$ cat src/rtl/qmul_pkg.sv
package qmul_pkg;

    typedef enum logic [3:0] {
        QM_W32  = 4'd0,
        QM_W64  = 4'd1,
        QM_BL32 = 4'd2,
        QM_BU32 = 4'd3,
        QM_BL64 = 4'd4,
        QM_BU64 = 4'd5,
        QM_HLL  = 4'd6,
        QM_HUU  = 4'd7,
        QM_RLL  = 4'd8,
        QM_RUU  = 4'd9
    } qmode_e;

    localparam logic [3:0] QM_LAST = 4'd9;

    function automatic logic mode_ok(input logic [3:0] m);
        return m <= QM_LAST;
    endfunction

    function automatic logic mode_wide(input logic [3:0] m);
        return (m == QM_W64) || (m == QM_BL64) || (m == QM_BU64);
    endfunction

endpackage

$ cat src/rtl/qmul_opsel.sv
module qmul_opsel
    import qmul_pkg::*;
#(
    parameter int DW = 32
) (
    input  logic [3:0]           mode,
    input  logic [DW-1:0]        src_a,
    input  logic [DW-1:0]        src_b,
    output logic signed [DW-1:0] op_a,
    output logic signed [DW-1:0] op_b
);
    localparam int HW = DW / 2;

    logic signed [DW-1:0] a_lo, a_up, b_lo, b_up;

    always_comb begin
        a_lo = DW'($signed(src_a[HW-1:0]));
        a_up = DW'($signed(src_a[DW-1:HW]));
        b_lo = DW'($signed(src_b[HW-1:0]));
        b_up = DW'($signed(src_b[DW-1:HW]));
        case (mode)
            QM_HLL, QM_RLL: op_a = a_lo;
            QM_HUU, QM_RUU: op_a = a_up;
            default:        op_a = $signed(src_a);
        endcase
        case (mode)
            QM_BL32, QM_BL64, QM_HLL, QM_RLL: op_b = b_lo;
            QM_BU32, QM_BU64, QM_HUU, QM_RUU: op_b = b_up;
            default:                          op_b = $signed(src_b);
        endcase
    end
endmodule

$ cat src/rtl/qmul_post.sv
module qmul_post
    import qmul_pkg::*;
#(
    parameter int DW = 32
) (
    input  logic [3:0]      mode,
    input  logic            frac_n,
    input  logic [2*DW-1:0] prod,
    output logic [DW-1:0]   lo,
    output logic [DW-1:0]   hi,
    output logic            ovf,
    output logic            adv
);
    localparam int HW = DW / 2;
    localparam int PW = 2 * DW;
    localparam logic [DW-1:0] MIN_W    = {1'b1, {(DW-1){1'b0}}};
    localparam logic [DW-1:0] MAX_W    = ~MIN_W;
    localparam logic [DW-1:0] HALF_LSB = DW'(1) << (HW - 1);
    localparam logic [DW-1:0] RND_TRIP = {1'b1, {(HW-1){1'b0}}, 1'b1, {(HW-1){1'b0}}};
    localparam logic [DW-1:0] RND_SAT  = {1'b0, {(HW-1){1'b1}}, 1'b0, {(HW-1){1'b1}}};

    logic [PW-1:0] wide_w;
    logic [DW-1:0] full_w, part_w, half_w, rnd_w, pre_w;

    always_comb begin
        wide_w = frac_n ? {prod[PW-2:0], 1'b0} : prod;
        full_w = frac_n ? prod[PW-2:DW-1] : prod[PW-1:DW];
        part_w = frac_n ? prod[DW+HW-2:HW-1] : prod[DW+HW-1:HW];
        half_w = frac_n ? {prod[DW-2:0], 1'b0} : prod[DW-1:0];
        rnd_w  = half_w + HALF_LSB;
        hi     = '0;
        lo     = '0;
        pre_w  = '0;
        ovf    = 1'b0;
        case (mode)
            QM_W64, QM_BL64, QM_BU64: begin
                hi  = wide_w[PW-1:DW];
                lo  = wide_w[DW-1:0];
                ovf = frac_n && (wide_w[PW-1:DW] == MIN_W);
            end
            QM_W32: begin
                pre_w = full_w;
                lo    = full_w;
                ovf   = frac_n && (full_w == MIN_W);
            end
            QM_BL32, QM_BU32: begin
                pre_w = part_w;
                lo    = part_w;
                ovf   = frac_n && (part_w == MIN_W);
            end
            QM_HLL, QM_HUU: begin
                pre_w = (frac_n && (half_w == MIN_W)) ? MAX_W : half_w;
                lo    = pre_w;
            end
            QM_RLL, QM_RUU: begin
                pre_w = (frac_n && (rnd_w == RND_TRIP)) ? RND_SAT : rnd_w;
                lo    = {pre_w[DW-1:HW], {HW{1'b0}}};
            end
            default: ;
        endcase
        adv = mode_wide(mode) ? (hi[DW-1] ^ hi[DW-2]) : (pre_w[DW-1] ^ pre_w[DW-2]);
    end
endmodule

$ cat src/rtl/qmul_unit.sv
module qmul_unit
    import qmul_pkg::*;
#(
    parameter int DW = 32
) (
    input  logic          clk,
    input  logic          rst_n,
    input  logic          in_valid,
    input  logic [3:0]    mode,
    input  logic          frac_n,
    input  logic [DW-1:0] opa,
    input  logic [DW-1:0] opb,
    output logic          out_valid,
    output logic [DW-1:0] res_lo,
    output logic [DW-1:0] res_hi,
    output logic          flag_v,
    output logic          flag_sv,
    output logic          flag_av,
    output logic          flag_sav
);
    localparam int PW = 2 * DW;

    typedef struct packed {
        logic          s1_vld;
        logic [3:0]    s1_mode;
        logic          s1_n;
        logic [PW-1:0] s1_prod;
        logic          o_vld;
        logic [DW-1:0] o_lo;
        logic [DW-1:0] o_hi;
        logic          o_v;
        logic          o_av;
        logic          o_sv;
        logic          o_sav;
    } qst_t;

    qst_t st_d, st_q;

    logic signed [DW-1:0] op_a, op_b;
    logic signed [PW-1:0] ext_a, ext_b, prod_c;
    logic [DW-1:0]        post_lo, post_hi;
    logic                 post_v, post_av;

    qmul_opsel #(.DW(DW)) u_opsel (
        .mode  (mode),
        .src_a (opa),
        .src_b (opb),
        .op_a  (op_a),
        .op_b  (op_b)
    );

    assign ext_a  = PW'(op_a);
    assign ext_b  = PW'(op_b);
    assign prod_c = ext_a * ext_b;

    qmul_post #(.DW(DW)) u_post (
        .mode   (st_q.s1_mode),
        .frac_n (st_q.s1_n),
        .prod   (st_q.s1_prod),
        .lo     (post_lo),
        .hi     (post_hi),
        .ovf    (post_v),
        .adv    (post_av)
    );

    always_comb begin
        st_d        = st_q;
        st_d.s1_vld = in_valid && mode_ok(mode);
        if (st_d.s1_vld) begin
            st_d.s1_mode = mode;
            st_d.s1_n    = frac_n;
            st_d.s1_prod = prod_c;
        end
        st_d.o_vld = st_q.s1_vld;
        if (st_q.s1_vld) begin
            st_d.o_lo  = post_lo;
            st_d.o_hi  = post_hi;
            st_d.o_v   = post_v;
            st_d.o_av  = post_av;
            st_d.o_sv  = st_q.o_sv | post_v;
            st_d.o_sav = st_q.o_sav | post_av;
        end
    end

    always_ff @(posedge clk) begin
        if (!rst_n) st_q <= '0;
        else        st_q <= st_d;
    end

    assign out_valid = st_q.o_vld;
    assign res_lo    = st_q.o_lo;
    assign res_hi    = st_q.o_hi;
    assign flag_v    = st_q.o_v;
    assign flag_sv   = st_q.o_sv;
    assign flag_av   = st_q.o_av;
    assign flag_sav  = st_q.o_sav;
endmodule

$ cat config.mk
export PLATFORM = sky130hd
export DESIGN_NAME = qmul_unit
export DESIGN_NICKNAME = d
export VERILOG_FILES = /design/src/rtl/qmul_pkg.sv /design/src/rtl/qmul_opsel.sv /design/src/rtl/qmul_post.sv /design/src/rtl/qmul_unit.sv
export SDC_FILE = /design/constraint.sdc
export NUM_CORES = 2
export LEC_CHECK = 0
export BUFFER_PORTS_ARGS = -buffer_cell sky130_fd_sc_hd__buf_2
export CAP_MARGIN = 5
export CELL_PAD_IN_SITES_DETAIL_PLACEMENT = 0
export CELL_PAD_IN_SITES_GLOBAL_PLACEMENT = 1
export CORE_UTILIZATION = 51
export DETAILED_ROUTE_END_ITERATION = 16
export HOLD_SLACK_MARGIN = 0.06
export PLACE_DENSITY_LB_ADDON = 0.15
export SLEW_MARGIN = 20
export SYNTH_ARGS = -nofsm -noshare
export SYNTH_HDL_FRONTEND = slang
export SYNTH_SLANG_ARGS = --single-unit
$ cat constraint.sdc
create_clock -name clk -period 10.3 [get_ports clk]
set_clock_uncertainty 0.05 [all_clocks]
set_input_delay 0 -clock clk [delete_from_list [all_inputs] [get_ports clk]]
set_output_delay 0 -clock clk [all_outputs]
set_load 0.01 [all_outputs]
==> key figures <==
Run status
  • Status: finished, violations left
  • Failing checks: design-rule violations

Logic synthesis
  • Async S/R FF share, synth: 0%
  • Top-area cell type share of the netlist area: about half
  • #FFs+latches synth: 139
  • Syn avg cell area: a little under 9 sq um
  • Largest cells by area after synthesis: fa_1 50%, inv_1 9.0%, nand2_1 6.6%
  • Seq/Total Area, Yosys: between 6 and 7%
  • Number of synthesized flops with an enable pin: 0
  • Cells after Synth: 5048
  • Syn_nets: 6387
  • Ys flop type: dfxtp_1
  • Library cells used by synthesis: 78
  • Leading area contributor after synthesis: fa_1
  • Yosys warns: 0
  • Synth Cell Area: 0.0437 sq mm

Route
  • Via density: 5.69
  • Antenna-violating nets left: 0
  • Met3 wire len: roughly 14 mm
  • Initial detailed-routing violation count: 2818
  • Max Used Layer: met5
  • Avg WL per Cell: around 25 um
  • # DRC: 4
  • Met2 routed wirelength: 70.1 mm
  • First-pass detailed-route iteration total: 11
  • M1 wire length: 60.5 mm
  • Total Wirelength: roughly 150 mm
  • DR vias: 35200

Setup path
  • Crit path max fanout: 16
  • Kind of critical path: input port to flop
  • CP startpoint kind: input port
  • Crit-path slowest cell: mux2i_1
  • Arrival time at the worst endpoint: 10.01 ns
  • CP dominant cell by count: fa_1
  • CP max stage delay: between 0.7 and 0.8 ns
  • CP Data Required Time: roughly 11 ns
  • Crit end category: flop

Timing
  • Worst-margin pin slew: 1.14 ns
  • Fin crit period: 9.72 ns
  • Relative slew slack: 24.2%
  • Setup_tns: 0 ns
  • Tcrit/Tclk final: 94.4%
  • Max-slew violations: 0
  • Max Fclk: 103 MHz
  • Final setup fails: 0
  • Setup repair after global routing missed its margin: false
  • Final hold viol count: 0

Clocking
  • H-tree levels: 4
  • CTS Buf Count: 17
  • Root Buffer: clkbuf_16
  • CTS tree: done
  • Sink Count: 139
  • Clock Tree Buf Depth: 2
  • Clk pin slew, worst setup/hold paths: approximately 0.07 ns
  • Post-CTS setup buffers: 0
  • Skew-Pair Late Insertion Delay: 0.45 ns

Global route
  • Total GRT Usage: roughly 37%
  • First-pass GRT wire length: 233 mm
  • Vias in the first global route: 37100
  • Grt total ovfl: 0
  • Initial antenna violation count: 5
  • Largest net degree at the start of global routing: between 70 and 80

Floorplan
  • Row count: around 110
  • Die W: around 290 um
  • Starting Density: between 50% and 60%
  • Die height: 295 um
  • Core area: 0.0850 sq mm
  • Top Ports: 141
  • Die footprint: about 0.087 sq mm

Cells and area
  • Share of cells above drive strength 1: 8.55%
  • Post-layout nets: 6380
  • FILL cells: 8145
  • P&R area growth vs syn: 6.39%

Job
  • Maxcap violations: 0

Hold path
  • Hold crit path type: input port to flop

Placement
  • DP HPWL: ~130 mm
  • Final Wtd Congestion: 0.991
  • Buffers added on ports: 140
final timing paths:
kind | start | to | slack [ns] | cells past startpoint
max | mode[3] | st_q[129] | 0.58 | 31
min | in_valid | st_q[137] | 0.29 | 5
max reg2reg | st_q[133] | flag_sav | 5.55 | 10
min reg2reg | res_lo[30] | res_lo[30] | 0.39 | 2
through the flow:
stage | std cells | setup slack [ns] | instance area (sq um) | hold WS (ns) | utilization, %
after floorplan | 5048 | 1.22 | 43700 | 0.0860 | -
after global placement | 6158 | 0.151 | 45800 | 0.210 | 53.9
after detailed placement | 6158 | 0.137 | 45800 | 0.212 | 53.9
after CTS | 6198 | 0.0164 | 46500 | 0.286 | 54.7
after global routing | 6198 | 0.107 | 46500 | 0.329 | 54.7
final | 6199 | 0.578 | 46500 | 0.289 | 54.7
Yosys cell counts (21+ instances only):
cell      instances
ha_1            185
nand2_1         772
and2_1           21
o21ai_0          96
dfxtp_1         139
nor2_1          556
mux2i_1          90
inv_1          1048
nand3_1          33
clkbuf_1        233
mux2_2           37
nor3_1           42
fa_1           1082
xnor2_1          45
xor2_1           30
buf_4            69
a21o_1           61
a21oi_1         173
nand4_1          27
sequential cells by signal (all words and copies together) (netlist names):
register / count
st_q: 69
flag_av: 1
flag_v: 1
flag_sv: 1
res_hi: 32
res_lo: 32
flag_sav: 1
st_d: 1
out_valid: 1
logic make-up after synthesis:
family | count (synthesis) | synth area share (%)
flops | 139 | 6.36
mux | 127 | 3.01
buf+inv | 1380 | 12.5
xor+xnor | 75 | 1.50
fa+ha+maj | 1267 | 54.8
simple gates | 1554 | 14.6
compound gates | 506 | 7.22
placed cells by master, fill, tap and decap left out, types with 96 or more instances in the layout:
cell,count
fa_1,1081
inv_1,1046
nand2_1,771
nor2_1,551
ha_1,185
a21oi_1,159
buf_4,150
buf_2,140
dfxtp_1,138
o21ai_0,96
critical path: cells and delay by family:
kind            cells  cell delay, ns
mux                 1            0.74
simple gates        5            1.15
compound gates      8            2.17
fa+ha+maj           9            4.47
buf+inv             8            1.44
per-layer routing:
layer,vias to the layer above,track usage [%]
met2,1597,58.5
met1,18100,48.1
li1,15100,-
met3,431,7.66
met5,-,0
met4,4,18.2
final cells by class:
type | count | area [sq um] | area share [%]
sequential | 139 | 2790 | 5.99
clock inverter | 13 | 130 | 0.280
inverter | 1049 | 3940 | 8.47
antenna | 1 | 2.50 | 0.00538
multi-input combinational | 3529 | 35700 | 76.8
tap | 1144 | 1430 | 3.08
timing repair buffer | 305 | 2050 | 4.40
clock buffer | 19 | 454 | 0.976
repair_timing:
item                                   CTS  global route
hold buffers                             8             0
setup endpoints to repair                0             8
endpoints found under the hold margin    6             0
gates resized for setup                  0            12
Power is not shown: default switching activity piles up to over one toggle a cycle in this logic, so the estimate is an artifact.
